<file path="config.mk">
export PLATFORM = sky130hd
export DESIGN_NAME = cfg_regbank
export DESIGN_NICKNAME = d
export VERILOG_FILES = /design/src/rtl/cfgbank_pkg.sv /design/src/rtl/cfgbank_seq.sv /design/src/rtl/cfgbank_regs.sv /design/src/rtl/cfgbank_tx.sv /design/src/rtl/cfg_regbank.sv
export SDC_FILE = /design/constraint.sdc
export NUM_CORES = 1
export LEC_CHECK = 0
export ABC_AREA = 1
export CAP_MARGIN = 10
export CORE_UTILIZATION = 45
export DETAILED_ROUTE_END_ITERATION = 8
export PLACE_DENSITY = 0.69
export SETUP_SLACK_MARGIN = 0.05
export SYNTH_ARGS = -nofsm -noshare
export SYNTH_HDL_FRONTEND = slang
export SYNTH_SLANG_ARGS = --single-unit
export TNS_END_PERCENT = 30
</file>
<file path="constraint.sdc">
create_clock -name clk -period 6.4 [get_ports clk]
set_input_delay 1.28 -clock clk [delete_from_list [all_inputs] [get_ports clk]]
set_output_delay 1.28 -clock clk [all_outputs]
set_load 0.005 [all_outputs]
</file>
<file path="src/rtl/cfgbank_pkg.sv">
`timescale 1ns/1ps
package cfgbank_pkg;

    localparam int NREG   = 21;
    localparam int DW     = 8;
    localparam int IDX_W  = $clog2(NREG + 1);
    localparam int NPAIR  = 2;
    localparam int IDX_ID  = 7;
    localparam int IDX_CNT = 8;
    localparam int FIRST_PAIR = 11;

    typedef enum logic [2:0] {
        PH_IDLE, PH_CMD, PH_CNT, PH_WDAT, PH_RHEAD, PH_RDAT
    } phase_t;

    typedef enum logic [1:0] {TX_NONE, TX_HEAD, TX_REG} txsrc_t;

    typedef enum logic [2:0] {RK_PLAIN, RK_FIXED, RK_COUNT, RK_PLO, RK_PHI} rkind_t;

    typedef struct packed {
        logic             vld;
        logic [IDX_W-1:0] idx;
        logic [DW-1:0]    data;
    } wr_evt_t;

    typedef struct packed {
        logic             req;
        txsrc_t           src;
        logic [IDX_W-1:0] idx;
    } rd_evt_t;

    function automatic int pair_lo(input int p);
        return FIRST_PAIR + 2 * p;
    endfunction

    function automatic int pair_of(input int i);
        return (i >= FIRST_PAIR + 2) ? 1 : 0;
    endfunction

    function automatic rkind_t kind_of(input int i);
        if (i == IDX_ID)                                   return RK_FIXED;
        if (i == IDX_CNT)                                  return RK_COUNT;
        if (i >= FIRST_PAIR && i < FIRST_PAIR + 2*NPAIR)
            return ((i - FIRST_PAIR) % 2 == 0) ? RK_PLO : RK_PHI;
        return RK_PLAIN;
    endfunction

    function automatic logic [DW-1:0] dflt_of(input int i, input logic [3:0] rev);
        if (i >= 1 && i <= 6) return 8'hFF;
        if (i == IDX_ID)      return {4'b1001, rev};
        if (i == IDX_CNT)     return 8'h08;
        if (i == 9)           return 8'h10;
        return 8'h00;
    endfunction

endpackage

</file>
<file path="src/rtl/cfgbank_seq.sv">
`timescale 1ns/1ps
module cfgbank_seq
    import cfgbank_pkg::*;
(
    input  logic          clk,
    input  logic          rst,
    input  logic          ev_start,
    input  logic          ev_stop,
    input  logic          ev_addr,
    input  logic          ev_dir_rd,
    input  logic          ev_wr_vld,
    input  logic [DW-1:0] ev_wr_byte,
    input  logic          ev_rd_req,
    input  logic [DW-1:0] rd_count,
    output wr_evt_t       wr,
    output rd_evt_t       rd,
    output logic          abort
);

    localparam logic [IDX_W-1:0] NREG_I = IDX_W'(NREG);
    localparam logic [DW-1:0]    NREG_B = DW'(NREG);

    phase_t           ph;
    logic [IDX_W-1:0] wptr;
    logic [DW-1:0]    sent;

    always_comb begin
        wr.vld  = ev_wr_vld && !ev_start && (ph == PH_WDAT) && (wptr < NREG_I);
        wr.idx  = wptr;
        wr.data = ev_wr_byte;
        rd.req  = ev_rd_req;
        rd.idx  = sent[IDX_W-1:0];
        rd.src  = TX_NONE;
        if (ev_rd_req && !ev_start) begin
            if (ph == PH_RHEAD)
                rd.src = TX_HEAD;
            else if (ph == PH_RDAT && sent < rd_count && sent < NREG_B)
                rd.src = TX_REG;
        end
        abort = ev_start || ev_stop;
    end

    always_ff @(posedge clk) begin
        if (rst) begin
            ph   <= PH_IDLE;
            wptr <= '0;
            sent <= '0;
        end else if (ev_start || ev_stop) begin
            ph   <= PH_IDLE;
            wptr <= '0;
            sent <= '0;
        end else if (ev_addr) begin
            ph   <= ev_dir_rd ? PH_RHEAD : PH_CMD;
            wptr <= '0;
            sent <= '0;
        end else begin
            case (ph)
                PH_CMD:   if (ev_wr_vld) ph <= PH_CNT;
                PH_CNT:   if (ev_wr_vld) ph <= PH_WDAT;
                PH_WDAT:  if (ev_wr_vld && wptr != NREG_I) wptr <= wptr + 1'b1;
                PH_RHEAD: if (ev_rd_req) ph <= PH_RDAT;
                PH_RDAT:  if (ev_rd_req && sent != 8'hFF) sent <= sent + 1'b1;
                default:  ;
            endcase
        end
    end


    start_abort_chk: assert property (@(posedge clk) disable iff (rst)
        ev_start |=> (ph == PH_IDLE && wptr == '0));

endmodule

</file>
<file path="src/rtl/cfgbank_regs.sv">
`timescale 1ns/1ps
module cfgbank_regs
    import cfgbank_pkg::*;
#(
    parameter logic [3:0] REV_ID = 4'h2
)(
    input  logic          clk,
    input  logic          rst,
    input  wr_evt_t       wr,
    input  logic          abort,
    output logic [DW-1:0] r [NREG]
);

    logic [NPAIR-1:0] commit;
    logic [DW-1:0]    stg_v [NPAIR];
    logic             rdy;

    always_ff @(posedge clk) begin
        if (rst) rdy <= 1'b0;
        else     rdy <= 1'b1;
    end

    for (genvar p = 0; p < NPAIR; p++) begin : g_pair
        localparam int LO = pair_lo(p);
        logic [DW-1:0] held;
        logic          got_lo;

        always_ff @(posedge clk) begin
            if (rst || abort) begin
                held   <= '0;
                got_lo <= 1'b0;
            end else if (wr.vld && wr.idx == IDX_W'(LO)) begin
                held   <= wr.data;
                got_lo <= 1'b1;
            end
        end

        assign stg_v[p]  = held;
        assign commit[p] = wr.vld && (wr.idx == IDX_W'(LO + 1)) && got_lo;


        pair_hold_chk: assert property (@(posedge clk) disable iff (rst)
            (rdy && r[LO] != $past(r[LO])) |-> $past(wr.vld && wr.idx == IDX_W'(LO + 1)));
    end

    for (genvar i = 0; i < NREG; i++) begin : g_reg
        localparam rkind_t        K  = kind_of(i);
        localparam logic [DW-1:0] DV = dflt_of(i, REV_ID);
        localparam int            P  = pair_of(i);

        if (K == RK_FIXED) begin : g_fix
            assign r[i] = DV;
        end else begin : g_rw
            logic [DW-1:0] q;
            logic          hit;
            assign hit = wr.vld && (wr.idx == IDX_W'(i));

            always_ff @(posedge clk) begin
                if (rst) begin
                    q <= DV;
                end else begin
                    case (K)
                        RK_PLAIN: if (hit) q <= wr.data;
                        RK_COUNT: if (hit && wr.data != 8'h00) q <= wr.data;
                        RK_PLO:   if (commit[P]) q <= stg_v[P];
                        RK_PHI:   if (commit[P]) q <= wr.data;
                        default:  ;
                    endcase
                end
            end
            assign r[i] = q;
        end
    end


    cnt_nonzero_chk: assert property (@(posedge clk) disable iff (rst)
        rdy |-> r[IDX_CNT] != 8'h00);

endmodule

</file>
<file path="src/rtl/cfgbank_tx.sv">
`timescale 1ns/1ps
module cfgbank_tx
    import cfgbank_pkg::*;
(
    input  logic          clk,
    input  logic          rst,
    input  rd_evt_t       rd,
    input  logic [DW-1:0] r [NREG],
    output logic [DW-1:0] tx
);

    always_ff @(posedge clk) begin
        if (rst) begin
            tx <= 8'hFF;
        end else if (rd.req) begin
            case (rd.src)
                TX_HEAD: tx <= r[IDX_CNT];
                TX_REG:  tx <= r[rd.idx];
                default: tx <= 8'hFF;
            endcase
        end
    end


    pad_ff_chk: assert property (@(posedge clk) disable iff (rst)
        (rd.req && rd.src == TX_NONE) |=> tx == 8'hFF);


    head_cnt_chk: assert property (@(posedge clk) disable iff (rst)
        (rd.req && rd.src == TX_HEAD) |=> tx == $past(r[IDX_CNT]));

endmodule

</file>
<file path="src/rtl/cfg_regbank.sv">
`timescale 1ns/1ps
module cfg_regbank
    import cfgbank_pkg::*;
#(
    parameter logic [3:0] REV_ID = 4'h2
)(
    input  logic               clk,
    input  logic               rst,
    input  logic               ev_start,
    input  logic               ev_stop,
    input  logic               ev_addr,
    input  logic               ev_dir_rd,
    input  logic               ev_wr_vld,
    input  logic [DW-1:0]      ev_wr_byte,
    input  logic               ev_rd_req,
    output logic [DW-1:0]      tx_byte,
    output logic [NREG*DW-1:0] regs_out
);

    wr_evt_t       wr;
    rd_evt_t       rd;
    logic          abort;
    logic [DW-1:0] r [NREG];

    cfgbank_seq u_seq (
        .clk       (clk),
        .rst       (rst),
        .ev_start  (ev_start),
        .ev_stop   (ev_stop),
        .ev_addr   (ev_addr),
        .ev_dir_rd (ev_dir_rd),
        .ev_wr_vld (ev_wr_vld),
        .ev_wr_byte(ev_wr_byte),
        .ev_rd_req (ev_rd_req),
        .rd_count  (r[IDX_CNT]),
        .wr        (wr),
        .rd        (rd),
        .abort     (abort)
    );

    cfgbank_regs #(.REV_ID(REV_ID)) u_regs (
        .clk  (clk),
        .rst  (rst),
        .wr   (wr),
        .abort(abort),
        .r    (r)
    );

    cfgbank_tx u_tx (
        .clk(clk),
        .rst(rst),
        .rd (rd),
        .r  (r),
        .tx (tx_byte)
    );

    for (genvar i = 0; i < NREG; i++) begin : g_flat
        assign regs_out[i*DW +: DW] = r[i];
    end

endmodule

</file>
==> results of run 1 <==
-- where the power goes --
part / leakage [nW] / internal, mW / switching (mW)
Sequential: 1.63 / 1.26 / 0.00194
Clock: 0.380 / 0.818 / 0.528
Combinational: 2.95 / 0.0260 / 0.0685
-- worst register-to-register path, cell delays in order (launching register included) --
cell      delay, ns
dfxtp_2        0.45
buf_4          0.32
inv_2          0.36
buf_4          0.41
ha_1           0.22
nor3_1         0.07
nor4_1         0.33
a21boi_0       0.23
ha_1           0.19
nand2_1        0.17
a21oi_1        0.27
nand2_1        0.09
nand2_1        0.07
nand2_1        0.05
nand2_1        0.06
-- cells in the mapped netlist, types with 2 or more instances --
| library cell | number |
|---|---|
| a211oi_1 | 15 |
| a211oi_2 | 2 |
| a21oi_1 | 149 |
| a22oi_1 | 2 |
| buf_1 | 6 |
| buf_2 | 26 |
| buf_4 | 16 |
| buf_6 | 3 |
| clkbuf_1 | 41 |
| clkinv_1 | 4 |
| conb_1 | 2 |
| dfxtp_1 | 202 |
| ha_1 | 16 |
| inv_1 | 117 |
| inv_2 | 5 |
| nand2_1 | 302 |
| nand2_2 | 5 |
| nand3_1 | 78 |
| nand3_2 | 2 |
| nand4_1 | 4 |
| nand4_4 | 2 |
| nor2_1 | 137 |
| nor2_2 | 8 |
| nor3_1 | 7 |
| nor3_4 | 3 |
| o211ai_1 | 41 |
| o211ai_2 | 8 |
| o21a_1 | 3 |
| o21ai_0 | 131 |
| o21ai_1 | 8 |
-- routing by layer --
layer	global-route usage, %	wire length (µm)	vias to the layer above
li1	-	-	4706
met4	10.5	1190	0
met5	0	0	-
met1	40.6	14200	4408
met2	48.0	14700	460
met3	4.17	2850	75
-- how the worst max path moves through the flow --
stage	startpoint	end	depth (start not counted)
2_1_floorplan	ev_rd_req	u_tx.tx[0]	10
3_3_place_gp	ev_wr_vld	u_regs.g_reg[13].g_rw.q[7]	7
3_5_place_dp	ev_wr_vld	u_regs.g_reg[13].g_rw.q[3]	7
4_1_cts	ev_wr_vld	u_regs.g_reg[13].g_rw.q[3]	7
5_1_grt	ev_wr_byte[4]	u_regs.g_reg[8].g_rw.q[1]	8
6_report	ev_wr_byte[4]	u_regs.g_reg[8].g_rw.q[5]	8
-- area by class of cell --
class	count	area (µm²)	area share (%)
flip-flops and latches	202	4050	33.2
well taps	275	344	2.82
clock inverters	5	75.1	0.616
clock buffers	35	691	5.67
inverters	127	480	3.94
multi-input cells	937	4620	37.9
repair buffers	196	1930	15.8
-- kinds of logic after synthesis --
logic type                 count (synthesis)  share of synthesized area [%]
AOI/OAI and AO/OA                        360                           21.2
and+or+nand+nor                          553                           24.6
DFF                                      202                           42.2
buffers and inverters                    219                           9.81
other                                      2                         0.0784
adders and majority gates                 16                           2.09
-- sequential cells by signal, summed over array words and instances, names as in the netlist --
register              cells
u_regs.g_pair.held       16
u_seq.wptr                5
u_regs.g_pair.got_lo      2
u_tx.tx                   8
u_regs.g.g_rw.q         160
u_seq.ph                  3
u_seq.sent                8
-- through the flow --
step,worst slack [ns],instances,hold WS [ns],power [mW],area (µm²)
floorplan,3.59,1358,0.440,1.34,9600
global placement,2.57,1737,0.448,1.38,11400
detailed placement,2.49,1737,0.456,1.38,11400
CTS,3.01,1777,0.469,2.70,12200
global route,2.65,1777,0.486,2.77,12200
finish,2.87,1777,0.466,2.70,12200
==> metrics.csv, run 1 <==
metric,value,unit
synth top area cells,"dfxtp_1, nand2_1, a21oi_1",
reg2reg start,u_seq.sent[0],
Main synth FF type,dfxtp_1,
worst vdd ir,0.000143,V
cell family with most CP delay,buffers and inverters,
Synth Instances,1352,
Lkg Pwr,4.96,nW
Clock Skews,0.0167,ns
Die X,148,µm
CP required,6.78,ns
CP max stage delay,0.92,ns
Antenna diodes,0,
setup TNS,0,ns
"most common cell after layout, fill and taps aside",nand2_1,
vias after detailed routing,9649,
Synth area leader,dfxtp_1,
Yosys cell types,37,
Post-CTS Setup Inserts,0,
yosys warns,0,
1st-iter DRT viols,844,
GPL Wtd Cong,0.964,
RR Endpoint,u_tx.tx[7],
drt first pass iters,5,
clock-pin slew on the worst setup and hold paths,0.06,ns
I/O Buffers,183,
"Max FO, Critical Path",15,
Die Height,148,µm
hold path start,u_tx.tx[6],
Rows,53,
"Slowest-stage cell, CP",clkdlybuf4s50_1,
Hold Path Class,reg -> reg,
Slew Limit Fails,0,
CTS root buf,clkbuf_16,
Skew-Pair Late Insertion Delay,0.51,ns
CTS tree,done,
CP Buf/Inv Count,2,
Core Area,21000,µm²
cts bufs inserted,22,
pin count of the biggest net entering global routing,90,
Reg2Reg Depth,14,
RSZ-0062 raised after global routing,false,
CP endpoint kind,register,
"Seq/Total Area, Yosys",42.2,%
number of global-route vias before repair,8857,
first-pass GRT wire length,50.5,mm
wire per inst,18.6,µm
Final Core Density,58.1,%
Tcrit/Tclk final,55.2,%
post_cts resized,0,
routed vias/inst,5.43,
Cells on Worst Hold Path,2,
num ports,192,
antenna violations before repair,0,
Synth-to-Final Area Change,27.2,%
total wire length,33.0,mm
cts hold-fix bufs,0,
Final setup viols,0,
WS Path Type,in -> reg,
initial core utilization,45.7,%
top-area cell type share of the netlist area,42.2,%
Post-synth EDFFs,0,
R2R setup slack,3.07,ns
"critical path, cell by cell",clkdlybuf4s50_1 > clkinv_1 > nand4_1 > nor3_1 > nor2_1 > nand2_1 > o21ai_0 > a21oi_1,
"commonest cells after routing, fill and taps aside","nand2_1, dfxtp_1, clkdlybuf4s50_1",
total track usage,29.8,%
worst slew pin tran,0.994,ns
total gr overflow,0,
Avg Inst Size Synth,7.08,µm²
final hold vios,0,
clock sinks,202,
Clock Path Buffers,3,
Critical Path Start Type,input pin,
minimum clock period,3.53,ns
fill count,2023,
hpwl dp,22.6,mm
Rel. slew slack,33.7,%
cell area after synthesis,9580,µm²
H-tree level count,1,
"FFs w/ async S/R, synth",0,%
crit path DAT,3.91,ns
Remaining DRCs,0,
status,finished clean,
FMAX,0.283,GHz
DIE AREA,21900,µm²
WHS Endpoint,u_tx.tx[6],
final net count,1518,
layout cells sized above 1,5.99,%
number of synthesized register bits,202,
post-route ant nets,0,
max-cap violations,0,
Power Dens Cells,222,nW/µm²
(Power assumes the default switching activity.)
==> run 2, diff against run 1 <==
--- a/config.mk
+++ b/config.mk
@@ -9,7 +9,7 @@
 export CAP_MARGIN = 10
 export CORE_UTILIZATION = 45
 export DETAILED_ROUTE_END_ITERATION = 8
-export PLACE_DENSITY = 0.69
+export PLACE_DENSITY = 0.72
 export SETUP_SLACK_MARGIN = 0.05
 export SYNTH_ARGS = -nofsm -noshare
 export SYNTH_HDL_FRONTEND = slang
==> constraint.sdc (replaced) <==
create_clock -name clk -period 3.2 [get_ports clk]
set_input_delay 0.64 -clock clk [delete_from_list [all_inputs] [get_ports clk]]
set_output_delay 0.64 -clock clk [all_outputs]
set_load 0.005 [all_outputs]
==> run 2 against run 1 <==
  * Flip-flop and latch count unchanged
  * Clock skew decreased by 0.0039 ns
  * Final area increased by 2.5%
  * Sequential share of layout area decreased by 0.81 points
  * Hold slack improved by 0.0023 ns
  * Combinational power increased by 130%
  * Highest routed layer unchanged
  * Sequential power increased by 100%
  * Core utilization increased by 1.5 points
  * Register-to-register slack got worse by 2.4 ns
  * Routed wire length increased by 2.7%
  * First-iteration DRC count decreased by 7.6%
==> metrics.csv, run 2 (same netlist as run 1, synthesis figures left out) <==
metric,value,unit
status,finished clean,
GPL Wtd Cong,0.975,
pin count of the biggest net entering global routing,44,
final hold vios,0,
fill count,2010,
I/O Buffers,183,
Clock Skews,0.0127,ns
R2R setup slack,0.70,ns
FMAX,0.400,GHz
Reg2Reg Depth,12,
Die Height,148,µm
post_cts resized,0,
RR Endpoint,u_tx.tx[6],
Slew Limit Fails,0,
setup TNS,0,ns
total gr overflow,0,
switch share,21.8,%
cts bufs inserted,23,
"critical path, cell by cell",nand2_1 > nor2_1 > buf_4 > nand2_1 > nand2_1 > nor2_1 > nand2_1 > nand3_1 > nand2_1 > nand2_1 > nand2_1 > nand2_1,
crit path DAT,2.90,ns
CP endpoint kind,register,
final net count,1549,
wire per inst,18.7,µm
Regs by FF count,"u_regs.g.g_rw.q (160), u_regs.g_pair.held (16)",
RSZ-0062 raised after global routing,false,
Pwr Total,5.71,mW
layout cells sized above 1,8.02,%
clock share of power,52.0,%
Net Sw Power,1.25,mW
Antenna diodes,0,
Tcrit/Tclk final,78.1,%
WS Path Type,reg -> reg,
DP Area,11600,µm²
H-tree level count,1,
Die X,148,µm
antenna violations before repair,0,
Final Core Density,59.6,%
1st-iter DRT viols,780,
hpwl dp,24.0,mm
Skew-Pair Late Insertion Delay,0.52,ns
clock-pin slew on the worst setup and hold paths,0.06,ns
initial core utilization,45.7,%
Clock Path Buffers,3,
hold path start,u_tx.tx[0],
CP required,3.60,ns
routed vias/inst,5.51,
CTS root buf,clkbuf_16,
"Max FO, Critical Path",12,
number of global-route vias before repair,9164,
cts hold-fix bufs,0,
Final setup viols,0,
minimum clock period,2.50,ns
Power Dens Cells,457,nW/µm²
Remaining DRCs,0,
Post-CTS Setup Inserts,0,
most numerous cell on the critical path,nand2_1,
Sequential Power Share,44.2,%
"commonest cells after routing, fill and taps aside","nand2_1, dfxtp_1, clkdlybuf4s50_1",
first-pass GRT wire length,51.7,mm
Synth-to-Final Area Change,30.4,%
total track usage,30.7,%
worst slew pin tran,0.709,ns
max-cap violations,0,
num ports,192,
vias after detailed routing,9969,
Comb pwr share,3.7,%
CTS tree,done,
CP max stage delay,0.66,ns
Critical Path Start Type,register,
max reg flops,160,
clock sinks,202,
WHS Endpoint,u_tx.tx[0],
Cells on Worst Hold Path,2,
"most common cell after layout, fill and taps aside",nand2_1,
Rows,53,
Hold Slack,0.469,ns
drt first pass iters,5,
Largest Register,u_regs.g.g_rw.q,
DIE AREA,21900,µm²
"Slowest-stage cell, CP",dfxtp_1,
post-route ant nets,0,
Internal,4.46,mW
Rel. slew slack,52.5,%
total wire length,33.9,mm
worst vdd ir,0.000423,V
Lkg Pwr,5.15,nW
Hold Path Class,reg -> reg,
Core Area,21000,µm²
Post-Layout Inst Area,12500,µm²
reg2reg start,u_seq.sent[1],
## run 2: cell types whose count changed in the layout (fill, tap and decap cells not counted)
cell	previous run	this run
buf_4	13	43
bufinv_16	2	6
clkbuf_1	5	4
clkbuf_8	7	3
clkinv_2	4	6
inv_6	0	1
## run 2: worst max path at each step
| stage | from | to | slack [ns] | cells after the start |
|---|---|---|---|---|
| finish | u_seq.sent[1] | u_tx.tx[6] | 0.70 | 12 |
| global route | u_seq.sent[1] | u_tx.tx[3] | 0.47 | 15 |
| CTS | u_seq.sent[1] | u_tx.tx[3] | 0.78 | 15 |
| detailed placement | ev_wr_vld | u_regs.g_reg[20].g_rw.q[1] | 0.41 | 8 |
| global placement | ev_wr_vld | u_regs.g_reg[20].g_rw.q[0] | 0.48 | 8 |
| floorplan | u_seq.sent[1] | u_tx.tx[0] | 0.97 | 14 |
## run 2: power by group through the flow
| stage | Sequential, mW | Clock [mW] | Combinational [mW] |
|---|---|---|---|
| floorplan | 2.58 | 0 | 0.104 |
| detailed placement | 2.58 | 0 | 0.208 |
| global placement | 2.58 | 0 | 0.208 |
| global route | 2.52 | 3.10 | 0.226 |
| CTS | 2.52 | 2.98 | 0.209 |
| finish | 2.52 | 2.97 | 0.214 |
## run 2: critical path: cells and delay by family, from the launching register on
kind	cells	cell delay, ns
AND/OR/NAND/NOR	11	1.49
buffers and inverters	1	0.24
flip-flops	1	0.66
## run 2: layer usage
| metal | track usage [%] | routed length (µm) | up-vias |
|---|---|---|---|
| met5 | 0 | 0 | - |
| met4 | 14.8 | 1710 | 0 |
| met3 | 4.57 | 2810 | 105 |
| met2 | 49.7 | 15200 | 509 |
| met1 | 40.0 | 14200 | 4582 |
| li1 | - | - | 4773 |
## run 2: per-stage QoR
stage / std cells / setup WS, ns
floorplan: 1358 / 0.968
global placement: 1767 / 0.483
detailed placement: 1767 / 0.414
CTS: 1809 / 0.779
global route: 1809 / 0.465
finish: 1809 / 0.702
## run 2: layout make-up
class | count | area (µm²) | share of cell area, %
Timing Repair Buffer | 226 | 2150 | 17.3
Multi-Input combinational cell | 937 | 4620 | 37.0
Sequential cell | 202 | 4050 | 32.4
Inverter | 127 | 480 | 3.85
Clock inverter | 12 | 214 | 1.71
Clock buffer | 30 | 632 | 5.06
Tap cell | 275 | 344 | 2.76
